==> src/rtl/modem_loop_pkg.sv <==
package modem_loop_pkg;
  typedef struct packed {
    logic cd;
    logic ri;
    logic dsr;
    logic cts;
  } modemLines_t;

  typedef struct packed {
    modemLines_t effLines;
    logic        clearDeltas;
  } ctrlStrobes_t;
endpackage

==> src/rtl/modem_route_ctrl.sv <==
module modem_route_ctrl
  import modem_loop_pkg::*;
#(
  parameter int SYNC_STAGES = 2
) (
  input  logic         clk,
  input  logic         rstN,
  input  logic         ctlDtr,
  input  logic         ctlRts,
  input  logic         ctlOut1,
  input  logic         ctlOut2,
  input  logic         loopEn,
  input  logic         statusRead,
  input  logic         txSerial,
  input  logic         pinRx,
  input  modemLines_t  pinLines,
  output logic         pinTx,
  output logic         pinDtr,
  output logic         pinRts,
  output logic         pinOut1,
  output logic         pinOut2,
  output logic         rxSerial,
  output ctrlStrobes_t strobes
);
  localparam int LINE_W = $bits(modemLines_t);
  localparam int SYNC_W = SYNC_STAGES * LINE_W;

  logic [SYNC_W-1:0] syncPipe;
  modemLines_t       syncedLines;
  modemLines_t       loopLines;

  generate
    if (SYNC_STAGES == 1) begin : g_single
      always_ff @(posedge clk or negedge rstN) begin
        if (!rstN) syncPipe <= '0;
        else       syncPipe <= pinLines;
      end
    end else begin : g_chain
      always_ff @(posedge clk or negedge rstN) begin
        if (!rstN) syncPipe <= '0;
        else       syncPipe <= {syncPipe[SYNC_W-LINE_W-1:0], pinLines};
      end
    end
  endgenerate

  assign syncedLines = modemLines_t'(syncPipe[SYNC_W-1 -: LINE_W]);

  always_comb begin
    loopLines.cd  = ctlOut2;
    loopLines.ri  = ctlOut1;
    loopLines.dsr = ctlDtr;
    loopLines.cts = ctlRts;
  end

  always_comb begin
    strobes.effLines    = loopEn ? loopLines : syncedLines;
    strobes.clearDeltas = statusRead;
    pinTx    = loopEn ? 1'b1 : txSerial;
    rxSerial = loopEn ? txSerial : pinRx;
    pinDtr   = ctlDtr  & ~loopEn;
    pinRts   = ctlRts  & ~loopEn;
    pinOut1  = ctlOut1 & ~loopEn;
    pinOut2  = ctlOut2 & ~loopEn;
  end

  // a stable pin level reaches the effective lines after the chain
  assert_sync_latency_R4: assert property (@(posedge clk) disable iff (!rstN)
    (!loopEn && $past(!loopEn) && $stable(pinLines) && $past($stable(pinLines)))
      |-> (strobes.effLines == pinLines));
endmodule

==> src/rtl/modem_status_dp.sv <==
module modem_status_dp
  import modem_loop_pkg::*;
(
  input  logic         clk,
  input  logic         rstN,
  input  ctrlStrobes_t strobes,
  input  logic         msIntEn,
  output logic [7:0]   statusReg,
  output logic         msIrq
);
  modemLines_t curState;
  logic [3:0]  deltaFlags;
  logic [3:0]  setMask;
  logic [3:0]  deltaNext;

  always_comb begin
    setMask[0] = strobes.effLines.cts != curState.cts;
    setMask[1] = strobes.effLines.dsr != curState.dsr;
    setMask[2] = curState.ri & ~strobes.effLines.ri;
    setMask[3] = strobes.effLines.cd  != curState.cd;
    deltaNext  = (strobes.clearDeltas ? 4'b0000 : deltaFlags) | setMask;
  end

  always_ff @(posedge clk or negedge rstN) begin
    if (!rstN) begin
      curState   <= '0;
      deltaFlags <= '0;
    end else begin
      curState   <= strobes.effLines;
      deltaFlags <= deltaNext;
    end
  end

  assign statusReg = {curState, deltaFlags};
  assign msIrq     = msIntEn & (|deltaFlags);

  assert_state_follow_R5: assert property (@(posedge clk) disable iff (!rstN)
    1'b1 |=> (curState == $past(strobes.effLines)));

  assert_cts_change_R5: assert property (@(posedge clk) disable iff (!rstN)
    (strobes.effLines.cts != statusReg[4]) |=> statusReg[0]);

  assert_ri_rise_quiet_R6: assert property (@(posedge clk) disable iff (!rstN)
    (strobes.effLines.ri && !statusReg[6] && !statusReg[2] && !strobes.clearDeltas) |=> !statusReg[2]);

  assert_ri_fall_R6: assert property (@(posedge clk) disable iff (!rstN)
    (!strobes.effLines.ri && statusReg[6]) |=> statusReg[2]);

  assert_read_clear_R7: assert property (@(posedge clk) disable iff (!rstN)
    (strobes.clearDeltas && strobes.effLines == curState) |=> (statusReg[3:0] == 4'b0000));

  assert_irq_source_R8: assert property (@(posedge clk) disable iff (!rstN)
    $rose(msIrq) |-> (msIntEn && statusReg[3:0] != 4'b0000));
endmodule

==> src/rtl/modem_loop_unit.sv <==
module modem_loop_unit
  import modem_loop_pkg::*;
#(
  parameter int SYNC_STAGES = 2
) (
  input  logic       clk,
  input  logic       rstN,
  input  logic       ctlDtr,
  input  logic       ctlRts,
  input  logic       ctlOut1,
  input  logic       ctlOut2,
  input  logic       loopEn,
  input  logic       msIntEn,
  input  logic       statusRead,
  input  logic       txSerial,
  input  logic       pinRx,
  input  logic       pinCts,
  input  logic       pinDsr,
  input  logic       pinRi,
  input  logic       pinCd,
  output logic       pinTx,
  output logic       pinDtr,
  output logic       pinRts,
  output logic       pinOut1,
  output logic       pinOut2,
  output logic       rxSerial,
  output logic [7:0] statusReg,
  output logic       msIrq
);
  ctrlStrobes_t strobes;
  modemLines_t  pinLines;

  assign pinLines = '{cd: pinCd, ri: pinRi, dsr: pinDsr, cts: pinCts};

  modem_route_ctrl #(.SYNC_STAGES(SYNC_STAGES)) ctrl_i (
    .clk(clk), .rstN(rstN),
    .ctlDtr(ctlDtr), .ctlRts(ctlRts), .ctlOut1(ctlOut1), .ctlOut2(ctlOut2),
    .loopEn(loopEn), .statusRead(statusRead), .txSerial(txSerial),
    .pinRx(pinRx), .pinLines(pinLines),
    .pinTx(pinTx), .pinDtr(pinDtr), .pinRts(pinRts),
    .pinOut1(pinOut1), .pinOut2(pinOut2), .rxSerial(rxSerial),
    .strobes(strobes)
  );

  modem_status_dp dp_i (
    .clk(clk), .rstN(rstN), .strobes(strobes), .msIntEn(msIntEn),
    .statusReg(statusReg), .msIrq(msIrq)
  );

  // in loop-back the control bits land in the upper nibble one edge later
  assert_loop_map_R3: assert property (@(posedge clk) disable iff (!rstN)
    loopEn |=> (statusReg[7:4] == $past({ctlOut2, ctlOut1, ctlDtr, ctlRts})));

  // modem output pins stay low for as long as loop-back is held
  assert_loop_outputs_R2: assert property (@(posedge clk) disable iff (!rstN)
    (loopEn && $past(loopEn)) |-> !(pinDtr || pinRts || pinOut1 || pinOut2));
endmodule

==> config.mk <==
export PLATFORM = sky130hd
export DESIGN_NAME = modem_loop_unit
export DESIGN_NICKNAME = d
export VERILOG_FILES = /design/src/rtl/modem_loop_pkg.sv /design/src/rtl/modem_route_ctrl.sv /design/src/rtl/modem_status_dp.sv /design/src/rtl/modem_loop_unit.sv
export SDC_FILE = /design/constraint.sdc
export NUM_CORES = 1
export LEC_CHECK = 0
export ABC_AREA = 1
export CORE_MARGIN = 3
export CORE_UTILIZATION = 40
export DETAILED_ROUTE_END_ITERATION = 10
export PLACE_DENSITY_LB_ADDON = 0.3
export SLEW_MARGIN = 15
export SYNTH_ARGS = -nofsm -noshare
export SYNTH_HDL_FRONTEND = slang
export SYNTH_SLANG_ARGS = --single-unit
==> constraint.sdc <==
create_clock -name clk -period 0.8 [get_ports clk]
set_input_delay 0.08 -clock clk [delete_from_list [all_inputs] [get_ports clk]]
set_output_delay 0.08 -clock clk [all_outputs]
set_load 0.03 [all_outputs]
; After elaboration in Yosys (flattened, before gate mapping)
; Index checks and enable logic that the tools add are counted.
[classes]
n_eq_ne = 3
muxes = 4
n_bitwise = 9
n_reduce_logical = 1
[ops]
columns = operator, count
row1 = 2-to-1 mux 4 bit, 2
row2 = bitwise AND 1 bit, 6
row3 = OR 4 bit, 1
row4 = OR reduction 4 bit, 1
row5 = != test 1 bit, 3
row6 = 2-to-1 mux 1 bit, 2
row7 = inverter 1 bit, 2
[totals]
ff_bits = 16
inputBits = 15

; Depth between registers and ports, before layout
[logic_depth]
depth_word = 4
depth_mapped = 4

; Hierarchy
; A second synthesis with hierarchy kept.
[unflattened]
hier_cells = 69
area_unflattened_um2 = 619.3
[modules_own_cells]
columns = module, n_inst, cells_per_inst, area_per_inst_um2, seq_area_each_um2
row1 = modem_route_ctrl, 1, 35, 315.3, 200.2
row2 = modem_status_dp, 1, 34, 304.0, 200.2

; Worst setup path before layout
; OpenSTA, ideal clock, no wires.
[synth_path]
path_type = register -> output
start = register dp_i.deltaFlags[3]
end = output msIrq
arrival_ns = 1.315
required_ns = 0.720
slack_ns = -0.595
path_stages_with_launch = 3
cell_sequence = dfrtp_1 > nor2_1 > a21boi_0
[synth_via]
elab_chain_cells = 2
[synth_lines]
columns = element, line_no
row1 = start: declaration, modem_status_dp.sv:12  ; logic [3:0] deltaFlags;
row2 = start signal: assignment, modem_status_dp.sv:30  ; deltaFlags <= deltaNext;
row3 = OR reduction 4 bit, modem_status_dp.sv:35  ; assign msIrq = msIntEn & (|deltaFlags);
row4 = bitwise AND 1 bit, modem_status_dp.sv:35
row5 = end: declaration, modem_loop_unit.sv:28  ; output logic msIrq
; No other way between the ends.

; Worst setup path after layout
[layout_path]
start = register dp_i.deltaFlags[2]
end = output msIrq
; The elaborated chain is that of the path after synthesis.

==> results.txt <==
- Slowest cell on the critical path: sky130_fd_sc_hd__dfrtp_2
- Hold Worst Slack: 105.8 ps
- Commonest cells after routing, fill and taps aside: sky130_fd_sc_hd__nand2_1, sky130_fd_sc_hd__buf_6, sky130_fd_sc_hd__buf_4, sky130_fd_sc_hd__nand3_2, sky130_fd_sc_hd__dfrtp_1
- STA classifies the critical path endpoint as a primary output.
- Measured along the x axis, the die boundary spans 47.40 um.
- Global-route wire length before repair: 2.539 mm
- Number of different library cells in the post-synthesis netlist: 11
- Summed over all nets, the half-perimeter wirelength after detailed placement is 1.097 mm.
- Clock slew seen by the registers of the worst setup and hold paths: 100 ps
- By startpoint and endpoint, the worst setup path is classified as reg -> out.
- The share of total power dissipated in the clock network is 0.255.
- The via count of the first global-routing pass came to 600.
* Max Clock Skew: 4.351 ps
- Each instance of the synthesized netlist takes up on average 9.393 um^2.
- The flow ran to the end, but the final reports show violations.
* Maximum fanout along the worst path: 2
- Inserted Clock Buffers: 3
* Buffers from clock root to sink, at most: 2
- STA classifies the critical path startpoint as a flip-flop.
- Total negative slack: -1999 ps
- Count of port buffers added during placement: 29
* Clock tree from TritonCTS: yes
- Clock tree synthesis selected as its root buffer the cell sky130_fd_sc_hd__clkbuf_4.
- Routability cong.: 0.7086
- In the routed design, unresolved DRC markers number 0.
* Final worst-path setup slack: -323.0 ps
* Final routed wirelength across all metal layers: 1.661 mm
- Pin count of the biggest net entering global routing: 17
- Post-Syn Area: 685.7 um^2
- DP Cell Count: 125
* Layout overhead on the synthesized area: 81.20%
- Final core area utilization: 0.7970
- Part of the cycle the worst path needs: 1.404
- Family of cells with the greatest summed delay on the critical path: flip-flops
* Internal cell power: 1.474 mW
- The detailed router finished its first iteration with 8 violations.
- Once detail routing completed, the nets flagged for antenna violations numbered 0.
- The finished layout holds 137 standard cells, fillers aside.
* Peak clock frequency supported by timing: 0.8905 GHz
- Via Count: 652
* Number of antenna violations at the first check in global routing: 0
- Minimum setup slack among reg-to-reg paths: -20 ps
- Std cell rows: 14
* Warnings, synthesis: 0
- Worst Path Buf+Inv: 1
* Flops & latches, synth: 16
- Area post-placement: 1050 um^2
- The analysis attributes to cell leakage a power of 0.6356 nW.
- Logic depth of the worst path, buffers included: 3
- Remaining global-route overflow: 0
* PwrDens: 1705 nW/um^2
* Leading cell type in the layout, fill and taps excluded: sky130_fd_sc_hd__nand2_1
* Data required time at the worst endpoint: 720 ps
- Die height: 47.40 um
* Setup repair after global routing missed its margin: yes
- Worst supply voltage drop on vdd: 0.001288 V
- Starting density of the core: 0.4398
- The number of nets in the synthesized netlist is 88.
- Layout cells sized above 1: 0.5868
- Drt pass-1 iters: 5
* Layout net count: 137
* Arrival time of data at the critical path endpoint: 1040 ps
* Max H-tree Level: 1
- Floorplan core area: 1559 um^2
* Switching fraction of total power: 0.3042
- 0 antenna diodes ended up in the layout.
- The final max-slew violation count was 0.
- During I/O placement, the number of pins put on the boundary was 30.
- The floorplan step defined a die boundary enclosing 2247 um^2.
- Final setup violating endpoints: 12
* Max-Slew Margin vs Limit: 0.8911
- Final hold violation count: 0
* Worst-Skew Late Latency: 290 ps
- The checks that failed: setup timing.
- Max-cap violations in this run came to 0.
* Synthesized netlist cell count: 73
- For the worst flop-to-flop path, the logic depth is 3.
* All-layer global routing usage: 0.1652
- Min-Delay Path Class: in -> async
- Max incr delay on CP: 430 ps
- The signal on the critical path passes through nor2_4 > a21boi_4 > buf_6.
- Of the total power, registers draw 0.437.
* Routed WL per cell: 12.12 um
- The analysis attributes to net switching a power of 0.6444 mW.
- Sinks on the clock net: 16
- The share of total power dissipated in combinational logic is 0.308.
- Post-synthesis sequential area ratio: 0.5839
- Post-Layout Inst Area: 1242 um^2
* Minimum period implied by the final worst setup slack: 1123 ps
- Dividing the detail-routed via count by the number of cells gives 4.759.
- Transition time at the pin with the least slew margin: 163.2 ps
==> final timing paths <==
| kind | from | to |
|---|---|---|
| setup / recovery | dp_i.deltaFlags[2] | msIrq |
| hold / removal | rstN | dp_i.deltaFlags[2] |
| setup reg to reg | dp_i.deltaFlags[1] | dp_i.deltaFlags[1] |
| hold reg to reg | ctrl_i.syncPipe[2] | ctrl_i.syncPipe[6] |
| max in group asynchronous | rstN | dp_i.deltaFlags[0] |
| min in group clk | ctlOut1 | dp_i.statusReg[6] |
==> per-layer routing <==
| metal | up-vias | track usage | wire length (um) |
|---|---|---|---|
| met4 | 0 | 0.09945 | 40 |
| li1 | 318 | - | - |
| met1 | 314 | 0.1900 | 626 |
| met3 | 4 | 0.01149 | 56 |
| met2 | 16 | 0.2941 | 938 |
| met5 | - | 0 | 0 |
==> final cells by class <==
class | count | area, um^2
Sequential cell | 16 | 409.1
Clock buffer | 4 | 36.28
Multi-Input combinational cell | 44 | 290.3
Inverter | 12 | 50.05
Fill cell | 104 | 316.6
Timing Repair Buffer | 45 | 436.7
Tap cell | 16 | 20.02
==> power by group through the flow <==
stage	Clock (mW)	Combinational, mW	Sequential [mW]
after global routing	0.584	0.700	0.933
final	0.541	0.652	0.926
after global placement	0	0.521	0.933
after CTS	0.561	0.631	0.923
after detailed placement	0	0.530	0.937
after floorplan	0	0.184	1.02
==> kinds of logic after synthesis <==
| group | after synthesis | share of synthesized area |
|---|---|---|
| buffers and inverters | 13 | 0.08211 |
| AO/OA/AOI/OAI | 1 | 0.01095 |
| flip-flops | 16 | 0.5839 |
| AND/OR/NAND/NOR | 43 | 0.3230 |
==> state kept, by name (all words and copies together) (netlist names) <==
name,flops
dp_i.deltaFlags,4
ctrl_i.syncPipe,8
dp_i.statusReg,4
==> metrics by stage <==
stage	total power, mW	worst slack [ps]
final	2.119	-323.0
after global routing	2.217	-359.7
after CTS	2.116	-331.8
after detailed placement	1.467	-370.7
after global placement	1.454	-340.6
after floorplan	1.205	-64.69
==> cell usage after synthesis <==
cell / number / area share
sky130_fd_sc_hd__inv_1: 11 / 0.060
sky130_fd_sc_hd__nand2_2: 4 / 0.036
sky130_fd_sc_hd__a21boi_0: 1 / 0.011
sky130_fd_sc_hd__buf_6: 1 / 0.016
sky130_fd_sc_hd__nor2_1: 6 / 0.033
sky130_fd_sc_hd__or2_1: 1 / 0.0091
sky130_fd_sc_hd__dfrtp_1: 16 / 0.58
sky130_fd_sc_hd__nand2_1: 22 / 0.12
sky130_fd_sc_hd__inv_2: 1 / 0.0055
sky130_fd_sc_hd__nand3_1: 3 / 0.022
sky130_fd_sc_hd__nand3_2: 7 / 0.10
==> timing repair <==
action | CTS | global route
endpoints found under the setup margin | 19 | 15
buffers inserted | 8 | 0
pin swaps | 4 | 4
hold buffers | 0 | 0
gates resized for setup | 35 | 10
No activity file was read; power rests on OpenSTA's default activity.
